[config.mk]
export PLATFORM = sky130hd
export DESIGN_NAME = acc_alu
export DESIGN_NICKNAME = d
export VERILOG_FILES = /design/src/rtl/acc_alu_pkg.sv /design/src/rtl/acc_alu_logic.sv /design/src/rtl/acc_alu_muldiv.sv /design/src/rtl/acc_alu.sv
export SDC_FILE = /design/constraint.sdc
export NUM_CORES = 1
export LEC_CHECK = 0
export ABC_AREA = 1
export BUFFER_PORTS_ARGS = -buffer_cell sky130_fd_sc_hd__buf_2
export CORE_MARGIN = 2
export CORE_UTILIZATION = 35
export CTS_CLUSTER_SIZE = 40
export DETAILED_ROUTE_END_ITERATION = 8
export PLACE_DENSITY = 0.57
export SYNTH_ARGS = -nofsm -noshare
export SYNTH_HDL_FRONTEND = slang
export SYNTH_SLANG_ARGS = --single-unit
[constraint.sdc]
create_clock -name clk_i -period 3.9 [get_ports clk_i]
set_input_delay 0.975 -clock clk_i [delete_from_list [all_inputs] [get_ports clk_i]]
set_output_delay 0.975 -clock clk_i [all_outputs]
set_load 0.01 [all_outputs]
[src/rtl/acc_alu_pkg.sv]
package acc_alu_pkg;
  localparam int unsigned OP_W = 5;

  typedef enum logic [OP_W-1:0] {
    OP_LDA  = 5'd0,
    OP_LDB  = 5'd1,
    OP_ADD  = 5'd2,
    OP_ADDC = 5'd3,
    OP_SUBB = 5'd4,
    OP_INC  = 5'd5,
    OP_DEC  = 5'd6,
    OP_AND  = 5'd7,
    OP_OR   = 5'd8,
    OP_XOR  = 5'd9,
    OP_CLR  = 5'd10,
    OP_CPL  = 5'd11,
    OP_SWAP = 5'd12,
    OP_RL   = 5'd13,
    OP_RR   = 5'd14,
    OP_RLC  = 5'd15,
    OP_RRC  = 5'd16,
    OP_MUL  = 5'd17,
    OP_DIV  = 5'd18
  } alu_op_e;
endpackage

[src/rtl/acc_alu_logic.sv]
module acc_alu_logic
  import acc_alu_pkg::*;
#(
  parameter int unsigned W = 8
) (
  input  alu_op_e        op_i,
  input  logic [W-1:0]   a_i,
  input  logic [W-1:0]   b_i,
  input  logic [W-1:0]   opd_i,
  input  logic           cy_i,
  input  logic           ov_i,
  input  logic           ac_i,
  output logic [W-1:0]   a_o,
  output logic [W-1:0]   b_o,
  output logic           cy_o,
  output logic           ov_o,
  output logic           ac_o
);
  localparam int unsigned N = W / 2;

  logic         cin;
  logic [W:0]   sum;
  logic [W:0]   diff;
  logic [N:0]   hsum;
  logic [N:0]   hdiff;
  logic         add_ov;
  logic         sub_ov;
  logic [W-1:0] swapped;

  assign cin   = (op_i == OP_ADDC) & cy_i;
  assign sum   = {1'b0, a_i} + {1'b0, opd_i} + {{W{1'b0}}, cin};
  assign hsum  = {1'b0, a_i[N-1:0]} + {1'b0, opd_i[N-1:0]} + {{N{1'b0}}, cin};
  // borrow lands in the extra top bit
  assign diff  = {1'b0, a_i} - {1'b0, opd_i} - {{W{1'b0}}, cy_i};
  assign hdiff = {1'b0, a_i[N-1:0]} - {1'b0, opd_i[N-1:0]} - {{N{1'b0}}, cy_i};

  assign add_ov = (a_i[W-1] == opd_i[W-1]) && (sum[W-1] != a_i[W-1]);
  assign sub_ov = (a_i[W-1] != opd_i[W-1]) && (diff[W-1] != a_i[W-1]);

  genvar gi;
  generate
    for (gi = 0; gi < N; gi++) begin : g_swap
      assign swapped[gi]   = a_i[gi+N];
      assign swapped[gi+N] = a_i[gi];
    end
  endgenerate

  always_comb begin
    a_o  = a_i;
    b_o  = b_i;
    cy_o = cy_i;
    ov_o = ov_i;
    ac_o = ac_i;
    case (op_i)
      OP_LDA: a_o = opd_i;
      OP_LDB: b_o = opd_i;
      OP_ADD, OP_ADDC: begin
        a_o  = sum[W-1:0];
        cy_o = sum[W];
        ac_o = hsum[N];
        ov_o = add_ov;
      end
      OP_SUBB: begin
        a_o  = diff[W-1:0];
        cy_o = diff[W];
        ac_o = hdiff[N];
        ov_o = sub_ov;
      end
      OP_INC:  a_o = a_i + 1'b1;
      OP_DEC:  a_o = a_i - 1'b1;
      OP_AND:  a_o = a_i & opd_i;
      OP_OR:   a_o = a_i | opd_i;
      OP_XOR:  a_o = a_i ^ opd_i;
      OP_CLR:  a_o = '0;
      OP_CPL:  a_o = ~a_i;
      OP_SWAP: a_o = swapped;
      OP_RL:   a_o = {a_i[W-2:0], a_i[W-1]};
      OP_RR:   a_o = {a_i[0], a_i[W-1:1]};
      OP_RLC: begin
        a_o  = {a_i[W-2:0], cy_i};
        cy_o = a_i[W-1];
      end
      OP_RRC: begin
        a_o  = {cy_i, a_i[W-1:1]};
        cy_o = a_i[0];
      end
      default: ;
    endcase
  end
endmodule

[src/rtl/acc_alu_muldiv.sv]
module acc_alu_muldiv #(
  parameter int unsigned W = 8
) (
  input  logic         clk_i,
  input  logic         rst_ni,
  input  logic         start_i,
  input  logic         is_div_i,
  input  logic [W-1:0] a_i,
  input  logic [W-1:0] b_i,
  output logic         busy_o,
  output logic         done_o,
  output logic         div_o,
  output logic         divz_o,
  output logic [W-1:0] hi_o,
  output logic [W-1:0] lo_o
);
  localparam int unsigned CNT_W = $clog2(W + 1);
  localparam logic [CNT_W-1:0] LAST = CNT_W'(W - 1);

  logic             busy_q, done_q, div_q, divz_q;
  logic [CNT_W-1:0] cnt_q;
  logic [W-1:0]     hi_q, lo_q, dvs_q;

  // multiply step: conditional add, then shift right
  logic [W:0]   addv;
  // divide step: shift left, trial subtract
  logic [W:0]   shv, subv;
  logic         ge;
  logic [W-1:0] hi_n, lo_n;

  assign addv = {1'b0, hi_q} + (lo_q[0] ? {1'b0, dvs_q} : {(W+1){1'b0}});
  assign shv  = {hi_q, lo_q[W-1]};
  assign subv = shv - {1'b0, dvs_q};
  assign ge   = shv >= {1'b0, dvs_q};

  always_comb begin
    if (div_q) begin
      hi_n = ge ? subv[W-1:0] : shv[W-1:0];
      lo_n = {lo_q[W-2:0], ge};
    end else begin
      hi_n = addv[W:1];
      lo_n = {addv[0], lo_q[W-1:1]};
    end
  end

  always_ff @(posedge clk_i or negedge rst_ni) begin
    if (!rst_ni) begin
      busy_q <= 1'b0;
      done_q <= 1'b0;
      div_q  <= 1'b0;
      divz_q <= 1'b0;
      cnt_q  <= '0;
      hi_q   <= '0;
      lo_q   <= '0;
      dvs_q  <= '0;
    end else if (start_i) begin
      busy_q <= 1'b1;
      done_q <= 1'b0;
      div_q  <= is_div_i;
      divz_q <= is_div_i && (b_i == '0);
      cnt_q  <= '0;
      hi_q   <= '0;
      lo_q   <= a_i;
      dvs_q  <= b_i;
    end else if (busy_q) begin
      hi_q  <= hi_n;
      lo_q  <= lo_n;
      cnt_q <= cnt_q + 1'b1;
      if (cnt_q == LAST) begin
        busy_q <= 1'b0;
        done_q <= 1'b1;
      end
    end else begin
      done_q <= 1'b0;
    end
  end

  assign busy_o = busy_q;
  assign done_o = done_q;
  assign div_o  = div_q;
  assign divz_o = divz_q;
  assign hi_o   = hi_q;
  assign lo_o   = lo_q;
endmodule

[src/rtl/acc_alu.sv]
module acc_alu
  import acc_alu_pkg::*;
#(
  parameter int unsigned W = 8
) (
  input  logic            clk_i,
  input  logic            rst_ni,
  input  logic [OP_W-1:0] op_i,
  input  logic [W-1:0]    operand_i,
  input  logic            start_i,
  output logic [W-1:0]    acc_o,
  output logic [W-1:0]    b_o,
  output logic            cy_o,
  output logic            ov_o,
  output logic            ac_o,
  output logic            busy_o,
  output logic            done_o
);
  alu_op_e      op_e;
  logic         accept, is_md;
  logic [W-1:0] a_q, b_q;
  logic         cy_q, ov_q, ac_q, done_q;

  logic [W-1:0] lg_a, lg_b;
  logic         lg_cy, lg_ov, lg_ac;

  logic         md_busy, md_done, md_div, md_divz;
  logic [W-1:0] md_hi, md_lo;

  assign op_e   = alu_op_e'(op_i);
  assign is_md  = (op_e == OP_MUL) || (op_e == OP_DIV);
  assign busy_o = md_busy | md_done;
  assign accept = start_i & ~busy_o;

  acc_alu_logic #(.W(W)) u_logic (
    .op_i (op_e),
    .a_i  (a_q),
    .b_i  (b_q),
    .opd_i(operand_i),
    .cy_i (cy_q),
    .ov_i (ov_q),
    .ac_i (ac_q),
    .a_o  (lg_a),
    .b_o  (lg_b),
    .cy_o (lg_cy),
    .ov_o (lg_ov),
    .ac_o (lg_ac)
  );

  acc_alu_muldiv #(.W(W)) u_muldiv (
    .clk_i   (clk_i),
    .rst_ni  (rst_ni),
    .start_i (accept & is_md),
    .is_div_i(op_e == OP_DIV),
    .a_i     (a_q),
    .b_i     (b_q),
    .busy_o  (md_busy),
    .done_o  (md_done),
    .div_o   (md_div),
    .divz_o  (md_divz),
    .hi_o    (md_hi),
    .lo_o    (md_lo)
  );

  always_ff @(posedge clk_i or negedge rst_ni) begin
    if (!rst_ni) begin
      a_q    <= '0;
      b_q    <= '0;
      cy_q   <= 1'b0;
      ov_q   <= 1'b0;
      ac_q   <= 1'b0;
      done_q <= 1'b0;
    end else begin
      done_q <= 1'b0;
      if (md_done) begin
        done_q <= 1'b1;
        cy_q   <= 1'b0;
        if (md_divz) begin
          ov_q <= 1'b1;
        end else begin
          a_q  <= md_lo;
          b_q  <= md_hi;
          ov_q <= md_div ? 1'b0 : (md_hi != '0);
        end
      end else if (accept && !is_md) begin
        a_q    <= lg_a;
        b_q    <= lg_b;
        cy_q   <= lg_cy;
        ov_q   <= lg_ov;
        ac_q   <= lg_ac;
        done_q <= 1'b1;
      end
    end
  end

  assign acc_o  = a_q;
  assign b_o    = b_q;
  assign cy_o   = cy_q;
  assign ov_o   = ov_q;
  assign ac_o   = ac_q;
  assign done_o = done_q;
endmodule

==> results.toml <==
[status]
outcome = "finished, final reports clean"

[pwr]
vdd_drop_max_v = 0.0003198
power_density_nw_per_um2 = 724.8
power.leakage_nw = 3.285

[synthesis]
synth_top_cell_by_area = "dfrtp_1"
synth_top_area_frac = 0.2319
seq_area_frac_synth = 0.2319
synthTopCellsByArea = "dfrtp_1 (23%), nand2_1 (15%), ha_1 (12%)"
syn-cell-area_um2 = 5612
synth_nets = 945
ys_types = 42
avgSynthCellArea_um2 = 6.458
synth-edff-count = 0
yosysWarnings = 0
async_reset_ff_frac = 1.000
synth_flop_cell = "dfrtp_1"
synth.ff_latch_count = 52
syn_inst = 869

[worst_hold_path]
whs_path_depth = 2
min_to = "ac_o"
min_from = "ac_o"
hold_path_class = "reg -> reg"

[routing]
dr.first_iter.drc_count = 437
ant_nets = 0
wl_per_cell_um = 16.66
routed_wirelength_um = 18600
dr.pass1.iters = 7
avgViaCountPerCell = 5.185
vias = 5786
route.detailed.drc = 0

[critical_path]
cp_top_family = "adder cells"
cp_slowest_cell = "o31ai_1"
r2r_cells = 10
r2r_setup_slack_ns = 1.26
start_kind = "primary input"
reg2reg_from = "acc_o[7]"
crit_top_cell = "nand2_1"
cpPeakStageDelay_ns = 0.51
critPathBufInv = 2
path_class = "in -> reg"
reg2reg_to = "cy_o"
cp_cell_sequence = "buf_2, inv_2, nand2_2, nor2_1, nand3_1, fa_1, fa_1, o31ai_1, nand2_1, nand2_1, o21ai_0, nor2_1, nand2_1, nand2_1, nand2_1"
arrival_ns = 3.48
cp_max_fo = 6
crit_required_ns = 4.11
setup.worst_path.end_class = "register"

[floorplan]
boundaryPins = 37
rows = 46
die_area_um2 = 17060
fp.dieH_um = 130.6
core_um2 = 15770
initial_core_util = 0.3558
die_x_um = 130.6

[clocking]
postCtsSetupRepairBufs = 0
cts_buffer_depth = 2
numClockSinks = 52
clk_latency_ns = 0.31
cts_buffers = 5
ctsResizeCount = 0
cts_tree = "built"
clk_pin_slew_ns = 0.08
postCtsHoldBufs = 0
root_buffer = "clkbuf_16"
h-tree-depth = 2

[global_route]
grt_most_used_layer = "met2"
grt_util_all_layers = 0.2291
use_met2 = 0.3796
met3_usage = 0.02402
grt_pass1_vias = 5649
antenna_found_initial = 0
grt_util_met1 = 0.3041
overflow = 0
grt_pass1_wl_um = 30030
grt_max_degree = 40

[placed_design]
placed_area_um2 = 6032
gp_congestion = 0.9418
dp_hpwl_um = 14740
io_buffer_count = 36

[timing]
post-route-period-util = 0.8383
max_freq_ghz = 0.3059
period_minus_slack_ns = 3.269
setup_viol = 0
worst_pin_slew_ns = 0.9700
slew_violations = 0
rsz0062_at_grt = "no"
clock_skew_ns = 0.008447
max-slew-margin-rel = 0.3533
hold_violations = 0
fin_tns_setup_ns = 0

[layout]
area_delta_synth_final_pct = 10.01
final_cell_area_um2 = 6173
num_antenna_cells = 0
nets = 976
utilization = 0.3915
layout_common_cells = "nand2_1 (230), inv_1 (125), nand3_1 (78)"
layout-drive-gt1-share = 0.1011
final_common_cell = "nand2_1"

[flow_run]
drv_cap = 0
## per-stage QoR
step           power (mW)  cells  setup WS [ns]  hold slack, ns
2_1_floorplan       3.162    869         0.8231          0.4786
3_3_place_gp        3.982   1109         0.3972          0.4713
3_5_place_dp        3.987   1109         0.3706          0.4747
4_1_cts             4.487   1116         0.6894          0.4940
5_1_grt             4.976   1116         0.4479          0.5196
6_report            4.475   1116         0.6306          0.4881
## area by class of cell
| class | instances | area, um^2 |
|---|---|---|
| clock inverters | 2 | 16.27 |
| fillers | 1764 | 9597 |
| repair buffers | 45 | 247.7 |
| inverters | 137 | 514.2 |
| flip-flops and latches | 52 | 1301 |
| clock buffers | 5 | 125.1 |
| multi-input cells | 659 | 3699 |
| well taps | 216 | 270.3 |
## worst register-to-register path: cells and delay by family (launching register included)
kind | cells | cell delay, ns
simple gates | 2 | 0.13
flops | 1 | 0.66
compound gates | 4 | 0.60
fa+ha+maj | 2 | 0.80
buf+inv | 2 | 0.39
## power breakdown
group          switching [mW]  internal, mW  total [mW]  leakage, nW
Combinational            1.80          1.05        2.85         2.60
Clock                   0.234         0.238       0.472       0.0663
Sequential              0.367         0.783        1.15        0.619
## state kept, by name, summed over array words and instances, names as in the netlist
register,cells
acc_o,8
ov_o,1
u_muldiv.div_o,1
u_muldiv.dvs_q,8
u_muldiv.busy_o,1
u_muldiv.lo_o,8
cy_o,1
done_o,1
b_o,8
ac_o,1
u_muldiv.divz_o,1
u_muldiv.cnt_q,4
u_muldiv.hi_o,8
u_muldiv.done_o,1
## cell usage after synthesis (all sizes together), types with 2 or more instances
cell	instances
o221ai	5
ha	53
o22ai	6
nand3	79
nor3	8
or2	7
o21ai	60
dfrtp	52
buf	5
nor2	84
a21boi	2
clkbuf	16
o21bai	7
nand3b	4
nand4	17
xnor2	8
fa	7
xor2	6
a21oi	42
inv	136
o211ai	15
nand2	239
a21o	2
a31oi	4
a22oi	2
## routing by layer
metal  wire [um]  share of wire
met5           0              0
met4         684          0.037
met3         909          0.049
met2        8718           0.47
met1        8283           0.45
## how the worst max path moves through the flow
stage / endpoint / cells after the start / start / slack (ns)
after CTS: acc_o[4] / 15 / op_i[3] / 0.69
final: acc_o[4] / 15 / op_i[3] / 0.63
after global placement: acc_o[4] / 15 / op_i[3] / 0.40
after global routing: acc_o[4] / 15 / op_i[3] / 0.45
after detailed placement: acc_o[4] / 15 / op_i[3] / 0.37
after floorplan: acc_o[4] / 14 / op_i[2] / 0.82
## cells by family after synthesis
family          share of synthesized area
xor+xnor                          0.02185
compound gates                     0.1518
flops                              0.2319
fa+ha+maj                          0.1431
buf+inv                            0.1090
simple gates                       0.3423
No activity file was read; power rests on OpenSTA's default activity.
